==> src/rtl/rtc_lp_pkg.sv <==
package rtc_lp_pkg;
    localparam int DATA_W = 32;
    localparam int ADDR_W = 8;

    localparam logic [ADDR_W-1:0] OFS_CTRL = 8'h04;
    localparam logic [ADDR_W-1:0] OFS_STAT = 8'h18;
    localparam logic [ADDR_W-1:0] OFS_CNTH = 8'h1C;
    localparam logic [ADDR_W-1:0] OFS_CNTL = 8'h20;
    localparam logic [ADDR_W-1:0] OFS_ALRM = 8'h24;
    localparam logic [ADDR_W-1:0] OFS_GLCH = 8'h30;

    localparam int BIT_RUN  = 0;
    localparam int BIT_ARM  = 1;
    localparam int BIT_WAKE = 3;
    localparam int BIT_FLAG = 0;

    typedef struct packed {
        logic              run_req;
        logic              arm;
        logic              wake_en;
        logic              flag;
        logic [DATA_W-1:0] alarm;
        logic [DATA_W-1:0] glitch;
    } rtc_regs_t;
endpackage

==> src/rtl/rtc_lp_sync.sv <==
module rtc_lp_sync #(
    parameter int STAGES = 3
) (
    input  logic clk,
    input  logic rst_n,
    input  logic tick,
    input  logic req,
    output logic synced
);
    logic [STAGES-1:0] chain_d, chain_q;

    generate
        if (STAGES == 1) begin : g_single
            always_comb chain_d = tick ? req : chain_q;
        end else begin : g_multi
            always_comb chain_d = tick ? {chain_q[STAGES-2:0], req} : chain_q;
        end
    endgenerate

    always_ff @(posedge clk) begin
        if (!rst_n) chain_q <= '0;
        else        chain_q <= chain_d;
    end

    assign synced = chain_q[STAGES-1];

    AST_SYNC_NEEDS_TICK: assert property (@(posedge clk) disable iff (!rst_n)
        !tick |=> $stable(synced));
endmodule

==> src/rtl/rtc_lp_counter.sv <==
module rtc_lp_counter #(
    parameter int CNT_W  = 47,
    parameter int DATA_W = 32
) (
    input  logic              clk,
    input  logic              rst_n,
    input  logic              tick,
    input  logic              run,
    input  logic              ld_hi,
    input  logic              ld_lo,
    input  logic [DATA_W-1:0] ld_data,
    output logic [CNT_W-1:0]  count
);
    localparam int HI_W = CNT_W - DATA_W;

    logic [CNT_W-1:0] cnt_d, cnt_q;

    always_comb begin
        cnt_d = cnt_q;
        if (run) begin
            if (tick) cnt_d = cnt_q + CNT_W'(1);
        end else begin
            if (ld_hi) cnt_d[CNT_W-1:DATA_W] = ld_data[HI_W-1:0];
            if (ld_lo) cnt_d[DATA_W-1:0]     = ld_data;
        end
    end

    always_ff @(posedge clk) begin
        if (!rst_n) cnt_q <= '0;
        else        cnt_q <= cnt_d;
    end

    assign count = cnt_q;

    AST_CNT_STEP: assert property (@(posedge clk) disable iff (!rst_n)
        run && tick |=> count == $past(count) + CNT_W'(1));
    AST_CNT_IDLE: assert property (@(posedge clk) disable iff (!rst_n)
        !run && !ld_hi && !ld_lo |=> $stable(count));
    AST_LOAD_BLOCKED: assert property (@(posedge clk) disable iff (!rst_n)
        run && !tick |=> $stable(count));
endmodule

==> src/rtl/rtc_lp_top.sv <==
module rtc_lp_top
    import rtc_lp_pkg::*;
#(
    parameter int CNT_W      = 47,
    parameter int FRAC_W     = 15,
    parameter int SYNC_TICKS = 3
) (
    input  logic              clk,
    input  logic              rst_n,
    input  logic              slow_tick,
    input  logic              bus_wr,
    input  logic [7:0]        bus_addr,
    input  logic [31:0]       bus_wdata,
    output logic [31:0]       bus_rdata,
    output logic              irq,
    output logic              wake
);
    localparam int SEC_W = CNT_W - FRAC_W;
    localparam int HI_W  = CNT_W - DATA_W;

    rtc_regs_t        regs_d, regs_q;
    logic [CNT_W-1:0] count;
    logic             run_sync;
    logic             wr_ctrl, wr_stat, wr_cnth, wr_cntl, wr_alrm, wr_glch;
    logic             match, clr;
    logic [SEC_W-1:0] secs;

    assign wr_ctrl = bus_wr && (bus_addr == OFS_CTRL);
    assign wr_stat = bus_wr && (bus_addr == OFS_STAT);
    assign wr_cnth = bus_wr && (bus_addr == OFS_CNTH);
    assign wr_cntl = bus_wr && (bus_addr == OFS_CNTL);
    assign wr_alrm = bus_wr && (bus_addr == OFS_ALRM);
    assign wr_glch = bus_wr && (bus_addr == OFS_GLCH);

    rtc_lp_sync #(.STAGES(SYNC_TICKS)) i_sync (
        .clk    (clk),
        .rst_n  (rst_n),
        .tick   (slow_tick),
        .req    (regs_q.run_req),
        .synced (run_sync)
    );

    rtc_lp_counter #(.CNT_W(CNT_W), .DATA_W(DATA_W)) i_counter (
        .clk     (clk),
        .rst_n   (rst_n),
        .tick    (slow_tick),
        .run     (run_sync),
        .ld_hi   (wr_cnth),
        .ld_lo   (wr_cntl),
        .ld_data (bus_wdata),
        .count   (count)
    );

    assign secs  = count[CNT_W-1:FRAC_W];
    assign match = regs_q.arm && (secs == regs_q.alarm);
    assign clr   = wr_stat && bus_wdata[BIT_FLAG];

    always_comb begin
        regs_d = regs_q;
        if (wr_ctrl) begin
            regs_d.run_req = bus_wdata[BIT_RUN];
            regs_d.arm     = bus_wdata[BIT_ARM];
            regs_d.wake_en = bus_wdata[BIT_WAKE];
        end
        if (wr_alrm) regs_d.alarm  = bus_wdata;
        if (wr_glch) regs_d.glitch = bus_wdata;
        regs_d.flag = (regs_q.flag && !clr) || match;
    end

    always_ff @(posedge clk) begin
        if (!rst_n) regs_q <= '0;
        else        regs_q <= regs_d;
    end

    always_comb begin
        bus_rdata = '0;
        case (bus_addr)
            OFS_CTRL: begin
                bus_rdata[BIT_RUN]  = run_sync;
                bus_rdata[BIT_ARM]  = regs_q.arm;
                bus_rdata[BIT_WAKE] = regs_q.wake_en;
            end
            OFS_STAT: bus_rdata[BIT_FLAG] = regs_q.flag;
            OFS_CNTH: bus_rdata[HI_W-1:0] = count[CNT_W-1:DATA_W];
            OFS_CNTL: bus_rdata = count[DATA_W-1:0];
            OFS_ALRM: bus_rdata = regs_q.alarm;
            OFS_GLCH: bus_rdata = regs_q.glitch;
            default:  bus_rdata = '0;
        endcase
    end

    assign irq  = regs_q.flag && regs_q.arm;
    assign wake = irq && regs_q.wake_en;

    AST_FLAG_STICKY: assert property (@(posedge clk) disable iff (!rst_n)
        regs_q.flag && !clr |=> regs_q.flag);
    AST_MATCH_WINS: assert property (@(posedge clk) disable iff (!rst_n)
        match |=> regs_q.flag);
    AST_CLEAR_TAKES: assert property (@(posedge clk) disable iff (!rst_n)
        clr && !match |=> !regs_q.flag);
endmodule

==> config.mk <==
export PLATFORM = sky130hd
export DESIGN_NAME = rtc_lp_top
export DESIGN_NICKNAME = d
export VERILOG_FILES = /design/src/rtl/rtc_lp_pkg.sv /design/src/rtl/rtc_lp_sync.sv /design/src/rtl/rtc_lp_counter.sv /design/src/rtl/rtc_lp_top.sv
export SDC_FILE = /design/constraint.sdc
export NUM_CORES = 1
export LEC_CHECK = 0
export BUFFER_PORTS_ARGS = -buffer_cell sky130_fd_sc_hd__buf_2
export CAP_MARGIN = 20
export CORE_ASPECT_RATIO = 2
export CORE_MARGIN = 5
export CORE_UTILIZATION = 50
export DETAILED_ROUTE_END_ITERATION = 8
export HOLD_SLACK_MARGIN = 0.06
export PLACE_DENSITY_LB_ADDON = 0.3
export SLEW_MARGIN = 40
export SYNTH_ARGS = -nofsm -noshare
export SYNTH_HDL_FRONTEND = slang
export SYNTH_SLANG_ARGS = --single-unit
==> constraint.sdc <==
create_clock -name clk -period 6.3 [get_ports clk]
set_clock_uncertainty 0.1 [all_clocks]
set_input_delay 0.315 -clock clk [delete_from_list [all_inputs] [get_ports clk]]
set_output_delay 0.315 -clock clk [all_outputs]
set_load 0.03 [all_outputs]
Word-level counts from Yosys, hierarchy flattened
Index checks and enable logic that the tools add are counted.
- bits in registers: 118
- bits of input ports: 44
- output and inout port bits: 34
- word-level logic and storage cells: 45
- add/sub/neg operators: 1
- equality and inequality tests: 8
- mux-type cells: 10
- reductions and logical operators: 17
- operator list (kind ; count):
    $mux 47 ; 2
    $pmux 17 s3 ; 1
    $add 47x1->47 const B ; 1
    $pmux 11 s4 ; 1
    $eq 32x32->1 ; 1
    $mux 32 ; 1
    $eq 8x6->1 const B ; 3
    $eq 8x5->1 const B ; 2
    $mux 15 ; 1
    $logic_and 1x1->1 ; 11
    $pmux 1 s5 ; 2
    $eq 8x3->1 const B ; 1
    $pmux 1 s6 ; 1
    $pmux 1 s4 ; 1
    $reduce_and 2->1 ; 2
    $reduce_bool 2->1 ; 2
    $ne 2x2->1 const B ; 1
    $logic_not 1->1 ; 1
    $logic_or 1x1->1 ; 1

Logic depth before layout (Yosys ltp)
Gate-level depths: netlist (run 1).
- word-level depth: 6
- depth in mapped cells: 9
- depth with buffers taken out: 6

By module
From an unflattened synthesis (run 1), not the netlist that was laid out.
- cell total of the unflattened synthesis: 904
- area total of the unflattened synthesis: 6984.2 um2
- by module, submodules not included (module ; instances ; cells each ; area each (um2) ; sequential area each (um2)):
    rtc_lp_top ; 1 ; 473 ; 3761.1 ; 1361.3
    rtc_lp_counter ; 1 ; 422 ; 3114.2 ; 940.9
    rtc_lp_sync ; 1 ; 9 ; 108.9 ; 60.1

Worst setup path after synthesis (run 1)
No wires, ideal clock.
- path kind: input-to-output
- start point: in bus_addr[2]
- end point: out bus_rdata[23]
- data arrival time: 2043 ps
- data required time: 5885 ps
- setup slack: 3842 ps
- stages on the path: 7
- path through: or4b_1 > buf_2 > nor2_1 > clkbuf_1 > clkbuf_1 > nand2_1 > nand2_1
- word-level cells in the longest chain between the ends: 2
- ends and longest elaborated chain (item ; RTL line ; RTL):
    start: declaration ; rtc_lp_top.sv:12 ; input logic [7:0] bus_addr,
    $eq 8x6->1 ; rtc_lp_top.sv:77 ; case (bus_addr)
    $pmux 17 s3 (*) ; rtc_lp_top.sv:77 ;
    end: declaration ; rtc_lp_top.sv:14 ; output logic [31:0] bus_rdata,
Every way passes the cells marked *; elsewhere a longest branch is shown, timed or not.

Worst setup path in the final report (run 1)
- start point: in bus_addr[3]
- end point: out bus_rdata[25]
The elaborated chain is that of the path after synthesis.

==> results of run 1 <==
==> final cells by class <==
class / instances / share of cell area
Tap cell: 155 / 0.0246
Clock inverter: 15 / 0.0209
Timing Repair Buffer: 100 / 0.0729
Sequential cell: 118 / 0.299
Multi-Input combinational cell: 707 / 0.520
Inverter: 17 / 0.00808
Clock buffer: 17 / 0.0539
==> registers in the layout (all words and copies together) (netlist names) <==
register         cells
i_counter.count     47
regs_q              68
i_sync.chain_q       3
==> cells in the final DEF (no fill, tap or decap), drive strengths merged, types with 4 or more instances in the layout <==
master / netlist / routed
nand3: 26 / 26
clkinvlp: 0 / 4
nand4: 26 / 26
a31o: 4 / 4
mux2i: 22 / 22
and4: 7 / 7
inv: 17 / 25
and2: 9 / 9
mux2: 4 / 4
nand2: 227 / 227
a222oi: 19 / 19
buf: 24 / 91
nor2: 36 / 36
or3: 5 / 5
o21ai: 23 / 23
o211ai: 8 / 8
xnor2: 12 / 12
o2bb2ai: 4 / 4
o221ai: 5 / 5
dlygate4sd3: 0 / 8
a31oi: 6 / 6
nor3: 18 / 18
clkbuf: 62 / 18
and3: 23 / 23
nor4: 12 / 12
a22oi: 25 / 25
xor2: 20 / 20
nor2b: 11 / 11
dfxtp: 118 / 118
or4: 8 / 8
a21oi: 93 / 93
o22ai: 6 / 6
==> worst register-to-register path, delay by kind of cell, from the launching register on <==
kind	cells	cell delay, ns
AO/OA/AOI/OAI	2	0.44
flip-flops	1	0.30
buffers and inverters	1	0.28
AND/OR/NAND/NOR	2	1.21
multiplexers	1	0.40
==> worst max path at each step <==
stage	startpoint	endpoint	slack, ns	cells past startpoint
floorplan	bus_addr[2]	bus_rdata[23]	3.84	7
global placement	bus_addr[2]	bus_rdata[25]	3.13	7
detailed placement	bus_addr[3]	bus_rdata[25]	3.24	7
CTS	bus_addr[3]	bus_rdata[25]	3.22	7
global route	bus_addr[3]	bus_rdata[25]	3.11	7
finish	bus_addr[3]	bus_rdata[25]	3.16	7
==> metal layers <==
layer	vias to the layer above	part of all wire
li1	3410	-
met5	-	0.00026
met3	152	0.080
met2	491	0.48
met1	3542	0.34
met4	2	0.098
==> cells by family after synthesis <==
family                   count (synthesis)
AO/OA/AOI/OAI                          222
AND/OR/NAND/NOR                        426
adder cells (fa/ha/maj)                  1
multiplexers                            26
buffers and inverters                  103
XOR/XNOR                                32
flip-flops                             118
==> stage by stage <==
stage	setup slack, ns	power [mW]
floorplan	3.84	0.791
global placement	3.13	0.828
detailed placement	3.24	0.829
CTS	3.22	1.81
global route	3.11	1.85
finish	3.16	1.81
==> power groups by stage <==
stage	clock network (mW)	logic, mW	registers (mW)
after detailed placement	0	0.0631	0.765
after global routing	1.02	0.0735	0.749
after global placement	0	0.0627	0.765
final	0.989	0.0699	0.749
after floorplan	0	0.0265	0.764
after CTS	0.993	0.0675	0.749
==> results.txt, run 1 <==
----------------------------------------------------
[Place]
  Port bufs ... 77
  Post-detailed-placement cell area ... 7220 sq um
  Routability Congestion ... 1.03
  Number of cells in the design after placement ... 1088
  DP HPWL ... 18.6 mm

[Timing]
  Worst hold margin ... 0.0689 ns
  Final setup viols ... 0
  Setup repair after global routing missed its margin ... no
  Final Hold Viols ... 0
  Fin crit share ... 0.499
  Final count of pins violating max slew ... 0
  Setup total negative slack ... 0 ns
  Relative max-transition margin ... 0.451
  Post-layout minimum cycle time ... 3.14 ns
  Fmax achieved ... 318 MHz
  Slew at the pin with the worst max-slew slack ... 0.818 ns

[Power]
  Switching share of power ... 0.248
  Worst IR drop on VDD ... 0.000204 V
  Power Density ... 229 nW/um^2
  Net switching power of the design ... 0.449 mW
  Part of the power in combinational logic ... 0.039
  Sequential share of power ... 0.414
  LEAKAGE ... 3.17 nW
  Int Pwr ... 1.36 mW
  Clock Power Share ... 0.547

[Synthesis]
  Synth top area share ... 0.344
  Main combinational cell family by area after synthesis ... simple AND/OR/NAND/NOR gates
  Number of standard cells after synthesis ... 928
  Largest cells by area after synthesis ... dfxtp_1, nand2_1, a21oi_1
  Complex-gate fraction of the synthesized area ... 0.214
  Top cells by instance count after synthesis ... nand2_1, dfxtp_1, a21oi_1
  Count of warnings emitted by yosys ... 0
  Synth cell types ... 69
  Number of storage elements in the synthesis netlist ... 118
  Syn_nets ... 973
  Number of enable-type register cells in the synthesized netlist ... 0
  Cell with the most instances after synthesis ... nand2_1
  Avg Synthesized Cell Area ... 7.41 sq um
  Synth async-reset ratio ... 0
  Flip-flop cell with the highest count after synthesis ... dfxtp_1
  Post-synthesis cell area ... 6870 sq um
  Adder-Cell Fraction of Synth Area ... 0.00182
  Library cell with the largest summed area after synthesis ... dfxtp_1
  Fraction of synthesized area in multiplexers ... 0.0386
  XOR/XNOR share of the synthesized area ... 0.0408
  Post-synthesis sequential area ratio ... 0.344
  Simple-gate area share of the yosys netlist ... 0.298

[CTS]
  Number of instances resized during post-cts repair ... 0
  CTS tree ... done
  Clock net sink count ... 118
  Level count of the clock H-tree ... 4
  Longest Clk Path Bufs ... 2
  Clock buffers created by TritonCTS ... 17
  Buffers inserted during post-CTS setup optimization ... 0
  Hold-fix buffer count after cts ... 8
  CTS root buffer ... clkbuf_16
  Clock Latency Late Sink ... 0.42 ns
  Clk slew on worst S/H paths ... 0.06 ns

[Status]
  Outcome ... completed

[Die]
  CORE AREA ... 13500 sq um
  Die Footprint ... 16300 sq um
  Num rows ... 60
  Initial core utilization ... 0.509
  Die boundary height ... 176 microns
  Number of top-level pins ... 78
  Die Width ... 92.9 microns

[Worst setup path]
  Crit path max-delay cell type ... or4_1
  Most Frequent Cell on Critical Path ... buf_2
  Worst setup EP type ... primary output
  Required time at the endpoint of the critical path ... 5.88 ns
  Reg-to-Reg Start ... i_sync.chain_q[2]
  Worst Path Class, Setup ... in2out
  Critical Path Fanout Max ... 18
  Critical path data arrival time ... 2.73 ns
  Worst-path cell chain ... buf_2, or4_1, nor3_4, buf_4, a222oi_1, inv_1, buf_2
  Cells on worst reg2reg path ... 6
  Worst path max stage delay ... 0.73 ns
  Worst path top cell family by delay ... simple AND/OR/NAND/NOR gates
  Register-to-Register Setup Slack ... 3.47 ns
  Kind of launch point of the worst setup path ... input pin
  Critical path buffer and inverter count ... 4
  Reg-to-reg critical path endpoint ... i_counter.count[32]

[Min path]
  Worst Hold Class ... in2reg
  Worst min-delay path startpoint ... bus_wdata[24]
  Worst Hold Depth ... 3
  Hold Path End ... regs_q[56]

[Global route]
  Antenna violations before repair ... 1
  GRT busiest layer ... met2
  Global-route congestion overflow total ... 0
  Met1 Use GR ... 0.356
  Number of global-route vias before repair ... 7387
  Largest net degree at the start of global routing ... 65
  GRT Util Overall ... 0.331
  Grt met3 use ... 0.0562
  First-pass GRT wire length ... 41.3 mm
  Global routing met2 resource utilization ... 0.547

[Layout]
  Area taken by multi-input logic gates ... 4110 sq um
  Final standard cell area without fillers ... 7890 sq um
  Finished Core Util ... 0.584
  Post-layout nets ... 1006
  Post-synthesis to final-layout area growth ... 14.8%
  Share of post-route cells with drive strength above 1 ... 0.146
  Filler instances ... 1285
  Number of cells in the finished layout apart from fillers ... 1129
  Antenna cell count ... 0
  Area occupied by registers ... 2360 sq um

[Drt]
  Number of antenna-violating nets in the routed design ... 0
  Total Routed Length ... 26.9 mm
  Post-detailed-route wirelength per cell ... 23.8 microns
  Detailed router's first-iteration violation count ... 910
  Post-DR vias/cell ... 6.73
  Pre-Repair DR Iteration Count ... 9
  Count of unresolved DRC violations after routing ... 0
  Overall via count from detail_route ... 7597

[Job]
  Max-cap check violation count ... 0

----------------------------------------------------
(Power assumes the default switching activity.)
==> run 2, diff against run 1 <==
- ABC_AREA: default -> 1
- clock period: 6.3 -> 2.55 ns (I/O delays scaled with it)
==> results.txt, run 2 <==
----------------------------------------------------
[Status]
  Outcome ... finished, violations left (was completed)
  Violated checks ... DRC

[Layout]
  Share of post-route cells with drive strength above 1 ... 0.117 (was 0.146)
  Post-synthesis to final-layout area growth ... 19.2% (was 14.8%)
  Register ranked first by flip-flop count ... regs_q (unchanged)
  Leading cell type in the layout, fill and taps excluded ... nand2_1 (unchanged)
  Post-layout nets ... 1318 (was 1006)
  Most used cells in the layout excluding fill and tap cells ... nand2_1, nor2_1, dfxtp_1 (was nand2_1, dfxtp_1, a21oi_1)
  Antenna cell count ... 0 (unchanged)
  Max FFs per register ... 68 (unchanged)

[Drt]
  Met2 layer wire length in the routed design ... 15.0 mm (was 13.0 mm)
  Post-detailed-route wirelength per cell ... 21.5 microns (was 23.8 microns)
  Overall via count from detail_route ... 8860 (was 7597)
  Pre-Repair DR Iteration Count ... 8 (was 9)
  Post-DR vias/cell ... 6.00 (was 6.73)
  Count of unresolved DRC violations after routing ... 1 (was 0)
  Met3 layer wire length in the routed design ... 2.70 mm (was 2.15 mm)
  Total routed wire length on the met1 layer ... 10.8 mm (was 9.06 mm)
  Number of antenna-violating nets in the routed design ... 0 (unchanged)
  Highest layer used for signal routing ... met4 (was met5)
  Detailed router's first-iteration violation count ... 1078 (was 910)
  Total Routed Length ... 31.8 mm (was 26.9 mm)

[Place]
  Routability Congestion ... 1.08 (was 1.03)
  Setup slack after placement ... 0.437 ns (was 3.24 ns)
  Port bufs ... 77 (unchanged)
  DP HPWL ... 23.2 mm (was 18.6 mm)

[Synthesis]
  Avg Synthesized Cell Area ... 6.17 sq um (was 7.41 sq um)
  Post-synthesis sequential area ratio ... 0.324 (was 0.344)
  Number of storage elements in the synthesis netlist ... 118 (unchanged)
  Number of enable-type register cells in the synthesized netlist ... 0 (unchanged)
  Count of warnings emitted by yosys ... 0 (unchanged)
  Syn_nets ... 1228 (was 973)
  Synth async-reset ratio ... 0 (unchanged)
  Cell with the most instances after synthesis ... nand2_1 (unchanged)
  Largest cells by area after synthesis ... dfxtp_1, nand2_1, nor2_1 (was dfxtp_1, nand2_1, a21oi_1)
  Library cell with the largest summed area after synthesis ... dfxtp_1 (unchanged)
  Post-synthesis cell area ... 7290 sq um (was 6870 sq um)
  Top cells by instance count after synthesis ... nand2_1, nor2_1, dfxtp_1 (was nand2_1, dfxtp_1, a21oi_1)
  Flip-flop cell with the highest count after synthesis ... dfxtp_1 (unchanged)
  Number of standard cells after synthesis ... 1183 (was 928)
  Synth cell types ... 41 (was 69)
  Synth top area share ... 0.324 (was 0.344)

[Die]
  Number of top-level pins ... 78 (unchanged)
  Die boundary height ... 181 microns (was 176 microns)
  Num rows ... 62 (was 60)
  Die Footprint ... 17300 sq um (was 16300 sq um)
  Die Width ... 95.4 microns (was 92.9 microns)
  CORE AREA ... 14400 sq um (was 13500 sq um)
  Initial core utilization ... 0.508 (was 0.509)

[Timing]
  Fmax achieved ... 456 MHz
  Slew at the pin with the worst max-slew slack ... 0.847 ns (was 0.818 ns)
  Post-layout minimum cycle time ... 2.19 ns
  Setup repair after global routing missed its margin ... no (unchanged)
  Final setup viols ... 0 (unchanged)
  Setup total negative slack ... 0 ns (unchanged)
  Final Hold Viols ... 0 (unchanged)
  Final count of pins violating max slew ... 0 (unchanged)
  Fin crit share ... 0.860
  Setup slack after layout ... 0.356 ns (was 3.16 ns)
  Relative max-transition margin ... 0.435 (was 0.451)

[Global route]
  Number of global-route vias before repair ... 8498 (was 7387)
  Global-route congestion overflow total ... 0 (unchanged)
  Largest net degree at the start of global routing ... 89 (was 65)
  GRT Util Overall ... 0.378 (was 0.331)
  First-pass GRT wire length ... 48.6 mm (was 41.3 mm)
  Antenna violations before repair ... 0 (was 1)

[CTS]
  Clock buffers created by TritonCTS ... 17 (unchanged)
  Clk slew on worst S/H paths ... 0.06 ns (about the same)
  Clock net sink count ... 118 (unchanged)
  Number of instances resized during post-cts repair ... 0 (unchanged)
  Level count of the clock H-tree ... 4 (unchanged)
  Longest Clk Path Bufs ... 2 (unchanged)
  CTS root buffer ... clkbuf_16 (unchanged)
  CTS tree ... done (unchanged)
  Clock Latency Late Sink ... 0.42 ns (about the same)

[Worst setup path]
  Critical path data arrival time ... 2.45 ns (was 2.73 ns)
  Worst Path Class, Setup ... reg2reg (was in2out)
  Kind of launch point of the worst setup path ... flip-flop (was input pin)
  Worst path max stage delay ... 0.40 ns (was 0.73 ns)
  Reg-to-Reg Start ... i_counter.count[1] (was i_sync.chain_q[2])
  Worst setup EP type ... flip-flop (was primary output)
  Worst path top cell family by delay ... simple AND/OR/NAND/NOR gates (unchanged)
  Critical Path Fanout Max ... 6 (was 18)
  Reg-to-reg critical path endpoint ... i_counter.count[32] (unchanged)
  Most Frequent Cell on Critical Path ... nand2_1 (was buf_2)
  Critical path buffer and inverter count ... 0 (was 4)
  Register-to-Register Setup Slack ... 0.36 ns (was 3.47 ns)
  Worst-path cell chain ... ha_1, nand2_1, nor2_2, nand2_1, nor2_1, nand2_1, xor2_1, nand2_1, a21oi_1 (was buf_2, or4_1, nor3_4, buf_4, a222oi_1, inv_1, buf_2)
  Cells on worst reg2reg path ... 9 (was 6)
  Required time at the endpoint of the critical path ... 2.81 ns (was 5.88 ns)
  Crit path max-delay cell type ... dfxtp_1 (was or4_1)

[Min path]
  Hold Path End ... regs_q[64] (was regs_q[56])
  Worst Hold Depth ... 4 (was 3)
  Worst min-delay path startpoint ... bus_addr[3] (was bus_wdata[24])
  Worst Hold Class ... in2reg (unchanged)

[Power]
  Worst IR drop on VDD ... 0.000516 V (was 0.000204 V)
  LEAKAGE ... 3.41 nW (was 3.17 nW)
  Power Density ... 552 nW/um^2 (was 229 nW/um^2)

[Job]
  Max-cap check violation count ... 0 (unchanged)

----------------------------------------------------
-- run 2: layer usage --
metal / vias to the layer above / GRT usage
li1: 4066 / -
met3: 181 / 0.0766
met4: 0 / 0.322
met1: 4037 / 0.413
met2: 576 / 0.605
met5: - / 0
-- run 2: cell type report --
class	instances	area [sq um]
fill	1421	5660
multi-input combinational	889	4200
sequential	118	2360
timing repair buffer	128	856
clock buffer	23	478
inverter	119	453
tap	192	240
clock inverter	8	98.8
-- run 2: per-stage QoR --
| stage | util | cells | instance area, sq um | hold slack, ns | power [mW] |
|---|---|---|---|---|---|
| finish | 0.606 | 1477 | 8690 | 0.101 | 4.80 |
| global placement | 0.541 | 1411 | 7770 | 0.301 | 2.37 |
| global route | 0.606 | 1477 | 8690 | 0.150 | 4.91 |
| CTS | 0.606 | 1477 | 8690 | 0.0904 | 4.77 |
| floorplan | - | 1183 | 7290 | 0.170 | 2.19 |
| detailed placement | 0.541 | 1411 | 7770 | 0.308 | 2.37 |
-- run 2: cells by family (layout without fill, tap and decap cells) --
logic type | count (synthesis) | in the layout | synth area share
adder cells (fa/ha/maj) | 1 | 1 | 0.00171
XOR/XNOR | 22 | 22 | 0.0264
AND/OR/NAND/NOR | 596 | 596 | 0.342
AO/OA/AOI/OAI | 270 | 270 | 0.206
buffers and inverters | 176 | 278 | 0.101
flip-flops | 118 | 118 | 0.324
-- run 2: worst max path at each step --
stage | endpoint | start | slack [ns] | cells after the start
2_1_floorplan | i_counter.count[16] | i_counter.count[1] | 0.84 | 9
3_3_place_gp | bus_rdata[11] | bus_addr[7] | 0.51 | 9
3_5_place_dp | i_counter.count[32] | i_counter.count[1] | 0.44 | 9
4_1_cts | i_counter.count[32] | i_counter.count[1] | 0.43 | 9
5_1_grt | i_counter.count[32] | i_counter.count[1] | 0.25 | 9
6_report | i_counter.count[32] | i_counter.count[1] | 0.36 | 9
-- run 2: power breakdown --
group,switching (mW),leakage (nW),internal [mW]
logic,0.291,2.17,0.153
clock network,0.893,0.279,1.51
registers,0.0754,0.955,1.88
-- run 2: worst register-to-register path, stage by stage (launching register included) --
cell     delay (ns)
dfxtp_1        0.40
ha_1           0.27
nand2_1        0.09
nor2_2         0.22
nand2_1        0.24
nor2_1         0.31
nand2_1        0.16
xor2_1         0.15
nand2_1        0.06
a21oi_1        0.13
-- run 2: what timing repair did --
item,in CTS,in global routing
hold buffers,35,0
setup buffers,0,0
endpoints found under the hold margin,86,0
==> run 3, diff against run 2 <==
- RECOVER_POWER: default -> 50
==> results.txt, run 3 (synthesis results as in run 2) <==
----------------------------------------------------
[Worst setup path]
  Critical path data arrival time ... 2.45 ns (about the same)
  Register-to-Register Setup Slack ... 0.36 ns (about the same)
  Reg-to-reg critical path endpoint ... i_counter.count[32] (unchanged)
  Crit path max-delay cell type ... dfxtp_1 (unchanged)
  Worst Path Class, Setup ... reg2reg (unchanged)
  Worst-path cell chain ... ha_1, nand2_1, nor2_2, nand2_1, nor2_1, nand2_1, xor2_1, nand2_1, a21oi_1 (unchanged)
  Worst Setup SP ... i_counter.count[1] (unchanged)
  Required time at the endpoint of the critical path ... 2.80 ns (was 2.81 ns)
  Worst setup EP type ... flip-flop (unchanged)
  Kind of launch point of the worst setup path ... flip-flop (unchanged)
  Critical Path End ... i_counter.count[32] (unchanged)
  Reg-to-Reg Start ... i_counter.count[1] (unchanged)
  Critical Path Fanout Max ... 6 (unchanged)
  Most Frequent Cell on Critical Path ... nand2_1 (unchanged)
  Cells on worst reg2reg path ... 9 (unchanged)
  Worst path max stage delay ... 0.40 ns (about the same)

[Global route]
  Number of global-route vias before repair ... 8498 (unchanged)
  Global-route congestion overflow total ... 0 (unchanged)
  Antenna violations before repair ... 0 (unchanged)
  GRT Util Overall ... 0.378 (unchanged)
  Largest net degree at the start of global routing ... 89 (unchanged)
  First-pass GRT wire length ... 48.6 mm (unchanged)

[Drt]
  Pre-Repair DR Iteration Count ... 6 (was 8)
  Overall via count from detail_route ... 8831 (was 8860)
  Detailed router's first-iteration violation count ... 1094 (was 1078)
  Total Routed Length ... 31.9 mm (was 31.8 mm)
  Post-detailed-route wirelength per cell ... 21.6 microns (was 21.5 microns)
  Post-DR vias/cell ... 5.98 (was 6.00)
  Number of antenna-violating nets in the routed design ... 0 (unchanged)
  Count of unresolved DRC violations after routing ... 0 (was 1)

[Layout]
  Max FFs per register ... 68 (unchanged)
  Filler instances ... 1428 (was 1421)
  Share of post-route cells with drive strength above 1 ... 0.110 (was 0.117)
  Final standard cell area without fillers ... 8680 sq um (was 8690 sq um)
  Most used cells in the layout excluding fill and tap cells ... nand2_1, nor2_1, dfxtp_1 (unchanged)
  Register ranked first by flip-flop count ... regs_q (unchanged)
  Leading cell type in the layout, fill and taps excluded ... nand2_1 (unchanged)
  Post-synthesis to final-layout area growth ... 18.9% (was 19.2%)
  Antenna cell count ... 0 (unchanged)
  Post-layout nets ... 1318 (unchanged)

[Status]
  Violated checks ... capacitance limit, slew limit (was DRC)
  Outcome ... finished, violations left (unchanged)

[CTS]
  Clock buffers created by TritonCTS ... 17 (unchanged)
  Clock net sink count ... 118 (unchanged)
  Longest Clk Path Bufs ... 2 (unchanged)
  CTS root buffer ... clkbuf_16 (unchanged)
  Buffers inserted during post-CTS setup optimization ... 0 (unchanged)
  Clock Latency Late Sink ... 0.42 ns (about the same)
  Level count of the clock H-tree ... 4 (unchanged)
  Clk slew on worst S/H paths ... 0.06 ns (about the same)
  Number of instances resized during post-cts repair ... 0 (unchanged)
  CTS tree ... done (unchanged)

[Die]
  Number of top-level pins ... 78 (unchanged)
  Num rows ... 62 (unchanged)
  CORE AREA ... 14400 sq um (unchanged)
  Die Width ... 95.4 microns (unchanged)
  Die boundary height ... 181 microns (unchanged)
  Die Footprint ... 17300 sq um (unchanged)
  Initial core utilization ... 0.508 (unchanged)

[Timing]
  Relative max-transition margin ... -0.121 (was 0.435)
  Fmax achieved ... 456 MHz (about the same)
  Setup slack after layout ... 0.355 ns (was 0.356 ns)
  Final setup viols ... 0 (unchanged)
  Final Hold Viols ... 0 (unchanged)
  Slew at the pin with the worst max-slew slack ... 1.68 ns (was 0.847 ns)
  Post-layout minimum cycle time ... 2.19 ns (about the same)
  Fin crit share ... 0.861 (was 0.860)
  Setup total negative slack ... 0 ns (unchanged)
  Final count of pins violating max slew ... 89 (was 0)
  Setup repair after global routing missed its margin ... no (unchanged)

[Place]
  Port bufs ... 77 (unchanged)
  Routability Congestion ... 1.08 (unchanged)
  Setup slack after placement ... 0.437 ns (unchanged)
  DP HPWL ... 23.2 mm (unchanged)
  Post-detailed-placement cell area ... 7770 sq um (unchanged)

[Power]
  Worst IR drop on VDD ... 0.000515 V (was 0.000516 V)
  Part of the power in combinational logic ... 0.092 (about the same)
  Switching share of power ... 0.263 (was 0.262)
  LEAKAGE ... 3.38 nW (was 3.41 nW)
  Clock Power Share ... 0.500 (about the same)
  Net switching power of the design ... 1.26 mW (about the same)
  Sequential share of power ... 0.407 (was 0.408)
  Int Pwr ... 3.54 mW (about the same)
  Power Density ... 554 nW/um^2 (was 552 nW/um^2)

[Job]
  Max-cap check violation count ... 1 (was 0)

[Min path]
  Worst Hold Class ... in2reg (unchanged)

----------------------------------------------------
run 3: cell types whose count changed in the layout (fill, tap and decap cells not counted), sizes merged:
cell,delta
clkbuf,+10
buf,-10
run 3: power by group through the flow:
stage	clock (mW)	sequential, mW	combinational (mW)
3_3_place_gp	0	1.99	0.380
6_report	2.40	1.96	0.443
5_1_grt	2.48	1.96	0.478
2_1_floorplan	0	1.95	0.243
4_1_cts	2.39	1.95	0.426
3_5_place_dp	0	1.99	0.384
run 3: layout make-up:
class | instances | area (sq um) | share of cell area
flip-flops and latches | 118 | 2360 | 0.272
clock buffers | 23 | 478 | 0.0551
multi-input cells | 889 | 4200 | 0.484
inverters | 119 | 453 | 0.0522
clock inverters | 8 | 98.8 | 0.0114
well taps | 192 | 240 | 0.0277
repair buffers | 128 | 841 | 0.0969
run 3: worst max-delay path, delay by kind of cell (launching register included):
kind	cells	cell delay, ns
DFF	1	0.40
AOI/OAI and AO/OA	1	0.13
xor gates and xnor gates	1	0.15
adders and majority gates	1	0.27
and+or+nand+nor	6	1.07
run 3: per-layer routing:
metal  wire [microns]  track usage  vias to the layer above
met4             3310        0.322                        0
met3             2730       0.0766                      178
li1                 -            -                     4073
met5                0            0                        -
met2            15100        0.605                      554
met1            10700        0.413                     4026
run 3: how the worst min path moves through the flow:
stage	startpoint	endpoint	slack (ns)	depth (start not counted)
3_3_place_gp	bus_wdata[20]	regs_q[20]	0.30	3
3_5_place_dp	bus_wdata[16]	regs_q[16]	0.31	3
5_1_grt	bus_addr[3]	regs_q[64]	0.15	4
6_report	bus_addr[3]	regs_q[64]	0.10	4
4_1_cts	bus_addr[3]	regs_q[64]	0.09	4
2_1_floorplan	bus_wdata[1]	regs_q[1]	0.17	2
run 3: timing repair:
item / in CTS / in global routing
hold buffers: 35 / 0
endpoints found under the setup margin: 0 / 0
hold endpoints to repair: 86 / 0
run 3: metrics by stage:
stage	hold WS, ns	util	total power [mW]	instances
2_1_floorplan	0.170	-	2.19	1183
3_3_place_gp	0.301	0.541	2.37	1411
3_5_place_dp	0.308	0.541	2.37	1411
4_1_cts	0.0904	0.606	4.77	1477
5_1_grt	0.150	0.605	4.91	1477
6_report	0.104	0.605	4.80	1477
